--- src/rtl/cpctl_pkg.sv ---
package cpctl_pkg;
  typedef enum logic [1:0] {
    SEL_GATE = 2'd0,
    SEL_CPA  = 2'd1,
    SEL_AUX  = 2'd2,
    SEL_PLD  = 2'd3
  } sel_e;

  // gate register field positions (decoded by neighbours)
  localparam int G_AUXWR = 18;
  localparam int G_TLB   = 17;
  localparam int G_PLD   = 16;
  localparam int G_SIMD  = 15;
  localparam int G_HIREG = 14;
  localparam int G_CP11  = 11;
  localparam int G_CP10  = 10;

  // coprocessor permission register forced fields
  localparam int C_SIMD  = 31;
  localparam int C_HIREG = 30;

  function automatic logic [31:0] gate_mask(input bit has_pld);
    logic [31:0] m;
    m = '0;
    m[G_AUXWR] = 1'b1;
    m[G_TLB]   = 1'b1;
    m[G_PLD]   = has_pld;
    m[G_SIMD]  = 1'b1;
    m[G_HIREG] = 1'b1;
    m[G_CP11]  = 1'b1;
    m[G_CP10]  = 1'b1;
    return m;
  endfunction
endpackage

--- src/rtl/cpctl_decode.sv ---
module cpctl_decode
  import cpctl_pkg::*;
#(
  parameter int SEL_W = 2
) (
  input  logic             clk,
  input  logic             rst,
  input  logic             acc_valid,
  input  logic             acc_write,
  input  logic [SEL_W-1:0] acc_sel,
  input  logic             acc_nonsec,
  input  logic             gate_auxwr,
  input  logic             gate_pld,
  output logic             trap_now,
  output logic             we_gate,
  output logic             we_cpa,
  output logic             we_aux_all,
  output logic             we_aux_smp,
  output logic             rd_now
);
  logic is_w;
  logic hit_gate, hit_cpa, hit_aux, hit_pld;

  always_comb begin
    hit_gate = (acc_sel == SEL_GATE);
    hit_cpa  = (acc_sel == SEL_CPA);
    hit_aux  = (acc_sel == SEL_AUX);
    hit_pld  = (acc_sel == SEL_PLD);
    is_w     = acc_valid & acc_write;
    trap_now = acc_valid & acc_nonsec &
               ((acc_write & hit_gate) |
                (acc_write & hit_aux & ~gate_auxwr) |
                (hit_pld & ~gate_pld));
    we_gate    = is_w & ~acc_nonsec & hit_gate;
    we_cpa     = is_w & hit_cpa;
    we_aux_all = is_w & ~acc_nonsec & hit_aux;
    we_aux_smp = is_w & acc_nonsec & hit_aux & gate_auxwr;
    rd_now     = acc_valid & ~acc_write & ~trap_now;
  end


  secure_never_traps_chk: assert property (@(posedge clk) disable iff (rst)
    (acc_valid && !acc_nonsec) |-> !trap_now);
endmodule

--- src/rtl/cpctl_regs.sv ---
module cpctl_regs
  import cpctl_pkg::*;
#(
  parameter int          DW       = 32,
  parameter bit          HAS_PLE  = 1'b1,
  parameter logic [31:0] CPA_MASK = 32'hC0F0_0000,
  parameter logic [31:0] AUX_MASK = 32'h0000_00FF,
  parameter int          SMP_BIT  = 6
) (
  input  logic          clk,
  input  logic          rst,
  input  logic          we_gate,
  input  logic          we_cpa,
  input  logic          we_aux_all,
  input  logic          we_aux_smp,
  input  logic          acc_nonsec,
  input  logic [DW-1:0] wdata,
  output logic [DW-1:0] gate_q,
  output logic [DW-1:0] cpa_q,
  output logic [DW-1:0] aux_q
);
  localparam logic [DW-1:0] GMASK = DW'(gate_mask(HAS_PLE));
  localparam logic [DW-1:0] CMASK = DW'(CPA_MASK);
  localparam logic [DW-1:0] AMASK = DW'(AUX_MASK);

  logic [DW-1:0] cpa_keep;

  always_comb begin
    cpa_keep = '0;
    if (acc_nonsec) begin
      cpa_keep[C_SIMD]  = gate_q[G_SIMD];
      cpa_keep[C_HIREG] = gate_q[G_HIREG];
    end
  end

  always_ff @(posedge clk) begin
    if (rst) begin
      gate_q <= '0;
      cpa_q  <= '0;
      aux_q  <= '0;
    end else begin
      if (we_gate) gate_q <= wdata & GMASK;
      if (we_cpa)  cpa_q  <= (wdata & CMASK & ~cpa_keep) | (cpa_q & cpa_keep);
      if (we_aux_all)      aux_q          <= wdata & AMASK;
      else if (we_aux_smp) aux_q[SMP_BIT] <= wdata[SMP_BIT];
    end
  end


  aux_locked_chk: assert property (@(posedge clk) disable iff (rst)
    (!we_aux_all && !we_aux_smp) |=> $stable(aux_q));


  aux_ns_smp_only_chk: assert property (@(posedge clk) disable iff (rst)
    we_aux_smp |=> (((aux_q ^ $past(aux_q)) & ~(DW'(1) << SMP_BIT)) == '0));


  simd_ns_keep_chk: assert property (@(posedge clk) disable iff (rst)
    (we_cpa && acc_nonsec && gate_q[G_SIMD]) |=> $stable(cpa_q[C_SIMD]));


  hireg_ns_keep_chk: assert property (@(posedge clk) disable iff (rst)
    (we_cpa && acc_nonsec && gate_q[G_HIREG]) |=> $stable(cpa_q[C_HIREG]));
endmodule

--- src/rtl/cpctl_rdport.sv ---
module cpctl_rdport
  import cpctl_pkg::*;
#(
  parameter int DW    = 32,
  parameter int SEL_W = 2
) (
  input  logic             clk,
  input  logic             rst,
  input  logic             rd_now,
  input  logic             trap_now,
  input  logic [SEL_W-1:0] acc_sel,
  input  logic             acc_nonsec,
  input  logic [DW-1:0]    gate_q,
  input  logic [DW-1:0]    cpa_q,
  input  logic [DW-1:0]    aux_q,
  output logic [DW-1:0]    rd_data,
  output logic             trap
);
  logic [DW-1:0] cpa_force;
  logic [DW-1:0] rd_mux;

  always_comb begin
    cpa_force = '0;
    if (acc_nonsec) begin
      cpa_force[C_SIMD]  = gate_q[G_SIMD];
      cpa_force[C_HIREG] = gate_q[G_HIREG];
    end
    unique case (acc_sel)
      SEL_GATE: rd_mux = gate_q;
      SEL_CPA:  rd_mux = cpa_q | cpa_force;
      SEL_AUX:  rd_mux = aux_q;
      default:  rd_mux = '0;
    endcase
  end

  always_ff @(posedge clk) begin
    if (rst) begin
      rd_data <= '0;
      trap    <= 1'b0;
    end else begin
      trap <= trap_now;
      if (rd_now) rd_data <= rd_mux;
    end
  end


  simd_ns_view_chk: assert property (@(posedge clk) disable iff (rst)
    (rd_now && acc_nonsec && acc_sel == SEL_CPA && gate_q[G_SIMD]) |=> rd_data[C_SIMD]);
endmodule

--- src/rtl/cpctl_bank.sv ---
module cpctl_bank
  import cpctl_pkg::*;
#(
  parameter int          DW       = 32,
  parameter int          SEL_W    = 2,
  parameter bit          HAS_PLE  = 1'b1,
  parameter logic [31:0] CPA_MASK = 32'hC0F0_0000,
  parameter logic [31:0] AUX_MASK = 32'h0000_00FF,
  parameter int          SMP_BIT  = 6
) (
  input  logic             clk,
  input  logic             rst,
  input  logic             acc_valid,
  input  logic             acc_write,
  input  logic [SEL_W-1:0] acc_sel,
  input  logic [DW-1:0]    acc_wdata,
  input  logic             acc_nonsec,
  output logic [DW-1:0]    rd_data,
  output logic             trap,
  output logic             cp10_ns_ok,
  output logic             cp11_ns_ok,
  output logic             tlb_lock_ns_ok,
  output logic             pld_ns_ok,
  output logic             simd_off_ns,
  output logic             hireg_off_ns,
  output logic             smp_en
);
  logic [DW-1:0] gate_q, cpa_q, aux_q;
  logic trap_now, we_gate, we_cpa, we_aux_all, we_aux_smp, rd_now;

  cpctl_decode #(.SEL_W(SEL_W)) u_dec (
    .clk(clk), .rst(rst),
    .acc_valid(acc_valid), .acc_write(acc_write), .acc_sel(acc_sel),
    .acc_nonsec(acc_nonsec),
    .gate_auxwr(gate_q[G_AUXWR]), .gate_pld(gate_q[G_PLD]),
    .trap_now(trap_now), .we_gate(we_gate), .we_cpa(we_cpa),
    .we_aux_all(we_aux_all), .we_aux_smp(we_aux_smp), .rd_now(rd_now)
  );

  cpctl_regs #(
    .DW(DW), .HAS_PLE(HAS_PLE), .CPA_MASK(CPA_MASK),
    .AUX_MASK(AUX_MASK), .SMP_BIT(SMP_BIT)
  ) u_regs (
    .clk(clk), .rst(rst),
    .we_gate(we_gate), .we_cpa(we_cpa),
    .we_aux_all(we_aux_all), .we_aux_smp(we_aux_smp),
    .acc_nonsec(acc_nonsec), .wdata(acc_wdata),
    .gate_q(gate_q), .cpa_q(cpa_q), .aux_q(aux_q)
  );

  cpctl_rdport #(.DW(DW), .SEL_W(SEL_W)) u_rd (
    .clk(clk), .rst(rst),
    .rd_now(rd_now), .trap_now(trap_now),
    .acc_sel(acc_sel), .acc_nonsec(acc_nonsec),
    .gate_q(gate_q), .cpa_q(cpa_q), .aux_q(aux_q),
    .rd_data(rd_data), .trap(trap)
  );

  always_comb begin
    cp10_ns_ok     = gate_q[G_CP10];
    cp11_ns_ok     = gate_q[G_CP11];
    tlb_lock_ns_ok = gate_q[G_TLB];
    pld_ns_ok      = gate_q[G_PLD];
    simd_off_ns    = cpa_q[C_SIMD]  | gate_q[G_SIMD];
    hireg_off_ns   = cpa_q[C_HIREG] | gate_q[G_HIREG];
    smp_en         = aux_q[SMP_BIT];
  end


  trap_follows_access_chk: assert property (@(posedge clk) disable iff (rst)
    trap |-> $past(acc_valid));


  gate_ns_write_chk: assert property (@(posedge clk) disable iff (rst)
    (acc_valid && acc_write && acc_nonsec && acc_sel == SEL_GATE) |=> (trap && $stable(gate_q)));
endmodule

--- config.mk ---
export PLATFORM = sky130hd
export DESIGN_NAME = cpctl_bank
export DESIGN_NICKNAME = d
export VERILOG_FILES = /design/src/rtl/cpctl_pkg.sv /design/src/rtl/cpctl_decode.sv /design/src/rtl/cpctl_regs.sv /design/src/rtl/cpctl_rdport.sv /design/src/rtl/cpctl_bank.sv
export SDC_FILE = /design/constraint.sdc
export NUM_CORES = 1
export LEC_CHECK = 0
export BUFFER_PORTS_ARGS = -buffer_cell sky130_fd_sc_hd__buf_4
export CAP_MARGIN = 20
export CORE_UTILIZATION = 39
export DETAILED_ROUTE_END_ITERATION = 7
export GPL_TIMING_DRIVEN = 0
export SYNTH_ARGS = -nofsm -noshare
export SYNTH_HDL_FRONTEND = slang
export SYNTH_HIERARCHICAL = 1
export SYNTH_SLANG_ARGS = --single-unit
--- constraint.sdc ---
create_clock -name clk -period 2 [get_ports clk]
set_input_delay 0.3 -clock clk [delete_from_list [all_inputs] [get_ports clk]]
set_output_delay 0.3 -clock clk [all_outputs]
set_load 0.03 [all_outputs]
==> impl_results.rst <==
.. list-table::
   :header-rows: 1

   * - Metric
     - Value
   * - Final Net Count
     - 569
   * - Via count
     - 2755
   * - Clock tree from TritonCTS
     - built
   * - IO Pins
     - 79
   * - Reg2Reg Setup Slack
     - 0.13 ns
   * - DRC violation count after routing
     - 0
   * - Number of synthesized flops with an enable pin
     - 0
   * - Startpoint-to-endpoint class of the critical path
     - flip-flop to flip-flop
   * - Clock root cell
     - clkbuf_8
   * - Layout overhead on the synthesized area
     - 28.51%
   * - Number of antenna violations at the first check in global routing
     - 0
   * - Standard-cell rows
     - 34
   * - Area of the multi-input gates
     - 1957 µm²
   * - Yosys warnings
     - 6
   * - Post-layout min period
     - 1.873 ns
   * - Antenna violation net count after detailed routing
     - 0
   * - CTS Buffer Depth
     - 2
   * - Number of instances in the placed design
     - 631
   * - Capturing point of the worst reg2reg path
     - u_rd/rd_data[18]$_SDFFE_PP0P_
   * - Highest Clock Rate
     - 533.8 MHz
   * - Required @ worst endpoint
     - 2.15 ns
   * - Total Power Consumption
     - 0.002421 W
   * - Core box area
     - 8721 µm²
   * - RSZ-0062 raised after global routing
     - no
   * - Deepest level of the CTS H-tree
     - 2
   * - Overall Global Routing Usage
     - 0.1725
   * - Capturing element type of the critical path
     - flip-flop
   * - Die W
     - 96.76 µm
   * - Hold Startpoint
     - acc_wdata[1]
   * - Total of fill cells in the finished design
     - 889
   * - Clk_lat worst skew
     - 0.30 ns
   * - Initial DRC Count
     - 78
   * - Detail-routed net length per standard cell
     - 12.02 µm
   * - Total gr overflow
     - 0
   * - CP max FO
     - 10
   * - Detailed placer's ending HPWL
     - 5591 µm
   * - Proportion of layout cells with a drive suffix above 1
     - 0.3724
   * - Logic depth of the worst register-to-register path
     - 5
   * - Initial core utilization
     - 0.4016
   * - Port-buffer cells
     - 67
   * - Worst-path clk slew
     - 0.10 ns
   * - FFs w/ async S/R, synth
     - 0
   * - Final worst clock skew
     - 0.003915 ns
   * - Origin of the critical flop-to-flop path
     - u_regs/gate_q[16]$_SDFFE_PP0P_
   * - Setup Total Neg Slack
     - 0 ns
   * - DR vias/cell
     - 4.325
   * - Max-capacitance violation count
     - 0
   * - Final-report max-slew violation count
     - 0
   * - Highest cell delay on the worst timing path
     - 0.62 ns
   * - Final cell count without fillers
     - 637
   * - Library cells used by synthesis
     - 32
   * - Number of buffers inserted during clock tree synthesis
     - 5
   * - Power density normalized to cell area
     - 538.0 nW/µm²
   * - Total length of routed wires
     - 7658 µm
   * - Register area share after synthesis
     - 0.3087
   * - Static leakage
     - 2.062 nW
   * - Average instance area after synthesis
     - 9.168 µm²
   * - Y dimension of the die
     - 96.76 µm
   * - Critical path launch point type
     - flip-flop
   * - Worst Max-Slew Pin Slew
     - 0.8118 ns
   * - Number of cells traversed by the worst hold path
     - 3
   * - Pin count of the biggest net entering global routing
     - 15
   * - CP max stage cell
     - clkbuf_1
   * - Area of the mapped netlist
     - 3502 µm²
   * - Final count of hold timing violations
     - 0
   * - Cells after synthesis
     - 382
   * - Cell class contributing the biggest share of worst-path delay
     - buffers and inverters
   * - Drt first pass iters
     - 4
   * - Crit path buffers/inverters
     - 2
   * - VDD IR max
     - 0.3359 mV
   * - Wire length of the first global-routing pass
     - 12810 µm
   * - Hold crit path type
     - primary input to flip-flop
   * - Final setup vio count
     - 0
   * - Number of global-route vias before repair
     - 2612
   * - Count of buffers added by post-CTS timing repair for setup
     - 0
   * - Num Clock Sinks
     - 54
   * - Register area
     - 1081 µm²
   * - Antenna cell count
     - 0
   * - Seq cells post-synth
     - 54
   * - Result of the run
     - complete, no violations
   * - Post-layout utilization of the core
     - 0.5161
   * - Hold endpoint
     - u_regs/aux_q[1]$_SDFFE_PP0P_
   * - Arrival @ worst endpoint
     - 2.02 ns
   * - Routability congestion estimate
     - 0.6971
   * - Max_slew headroom
     - 0.4588
   * - Final cycle utilization of the critical path
     - 0.9367
   * - Number of buffers inserted by hold repair at cts
     - 0
   * - Resize count post-CTS
     - 0
   * - Worst path cell trace
     - nand3b_2 -> o211a_1 -> buf_2 -> clkbuf_1 -> a311oi_2
   * - Top FF cell, synth
     - dfxtp_1
   * - Area enclosed by the die boundary
     - 9363 µm²
-- report_power, final --
part / total [W] / switching, W / leakage, nW / internal (W)
Clock: 0.000624 / 0.000355 / 0.0431 / 0.000269
Combinational: 0.000646 / 0.000330 / 1.58 / 0.000315
Sequential: 0.00115 / 0.0000279 / 0.441 / 0.00112
Total: 0.00242 / 0.000714 / 2.06 / 0.00171
-- worst min-delay path, stage by stage --
cell and delay [ns]:
buf_4 0.07, mux2i_1 0.05, nor2_1 0.07
-- layout make-up --
cell class              count  area share
inverters                   2    0.001668
clock buffers               6     0.01835
plain buffers             101      0.1632
flip-flops and latches     54      0.2402
well taps                 108     0.03003
multi-input cells         299      0.4348
repair buffers             67      0.1118
-- layout by cell type (no fill, tap or decap), drive strengths merged --
cell type / synthesis / final
or2: 32 / 32
nand3b: 2 / 2
nand2: 34 / 34
nand2b: 4 / 4
o21ai: 1 / 1
nor2: 48 / 48
buf: 89 / 156
mux2i: 50 / 50
nor3b: 4 / 4
or3b: 1 / 1
nor4: 2 / 2
a21boi: 2 / 2
inv: 2 / 2
a21oi: 6 / 6
o211a: 1 / 1
mux2: 2 / 2
a311oi: 30 / 30
nor4b: 1 / 1
nor2b: 2 / 2
dfxtp: 54 / 54
o31ai: 2 / 2
conb: 1 / 75
clkbuf: 12 / 18
-- synth_stat cells, drive strengths merged (2+ instances only) --
cell / instances / area share
or2: 32 / 0.057
inv: 2 / 0.0021
mux2: 2 / 0.0064
clkbuf: 12 / 0.013
buf: 89 / 0.20
dfxtp: 54 / 0.31
a21oi: 6 / 0.0086
nand3b: 2 / 0.0054
nand2: 34 / 0.036
mux2i: 50 / 0.14
nand2b: 4 / 0.0071
a21boi: 2 / 0.0043
o31ai: 2 / 0.0043
nor2: 48 / 0.051
nor2b: 2 / 0.0043
nor4: 2 / 0.0054
a311oi: 30 / 0.13
nor3b: 4 / 0.0086
-- how the worst max path moves through the flow --
stage,from,end,cells past startpoint
floorplan,u_regs/gate_q[16]$_SDFFE_PP0P_,u_rd/rd_data[10]$_SDFFE_PP0P_,5
CTS,u_regs/gate_q[16]$_SDFFE_PP0P_,u_rd/rd_data[22]$_SDFFE_PP0P_,5
detailed placement,acc_sel[0],u_rd/rd_data[22]$_SDFFE_PP0P_,6
global route,u_regs/gate_q[16]$_SDFFE_PP0P_,u_rd/rd_data[16]$_SDFFE_PP0P_,5
global placement,acc_sel[0],u_rd/rd_data[22]$_SDFFE_PP0P_,6
finish,u_regs/gate_q[16]$_SDFFE_PP0P_,u_rd/rd_data[18]$_SDFFE_PP0P_,5
-- cell families (layout without fill, tap and decap cells) --
logic type | after synthesis | after routing | share of synthesized area
simple gates | 130 | 130 | 0.1826
flops | 54 | 54 | 0.3087
buf+inv | 103 | 176 | 0.2119
mux | 52 | 52 | 0.1493
other cells | 1 | 75 | 0.001071
compound gates | 42 | 42 | 0.1465
-- metal layers --
metal | wire, µm | global-route usage
met1 | 3531 | 0.2139
met2 | 3776 | 0.3034
met3 | 242 | 0.02962
met4 | 107 | 0.05281
met5 | 0 | 0
-- state kept, by name, summed over array words and instances (netlist names), named ones only --
signal	cells
u_rd/rd_data	32
u_regs/aux_q	8
u_regs/gate_q	7
u_regs/cpa_q	4
u_rd/trap	1
-- stage by stage --
| stage | hold slack (ns) | setup slack (ns) | cell area [µm²] |
|---|---|---|---|
| after floorplan | 0.4472 | 0.2723 | 3780 |
| after global placement | 0.4720 | 0.1329 | 4418 |
| after detailed placement | 0.4772 | 0.1076 | 4418 |
| after CTS | 0.2159 | 0.1058 | 4501 |
| after global routing | 0.2269 | 0.003586 | 4501 |
| final | 0.2243 | 0.1266 | 4501 |
No activity file was read; power rests on OpenSTA's default activity.
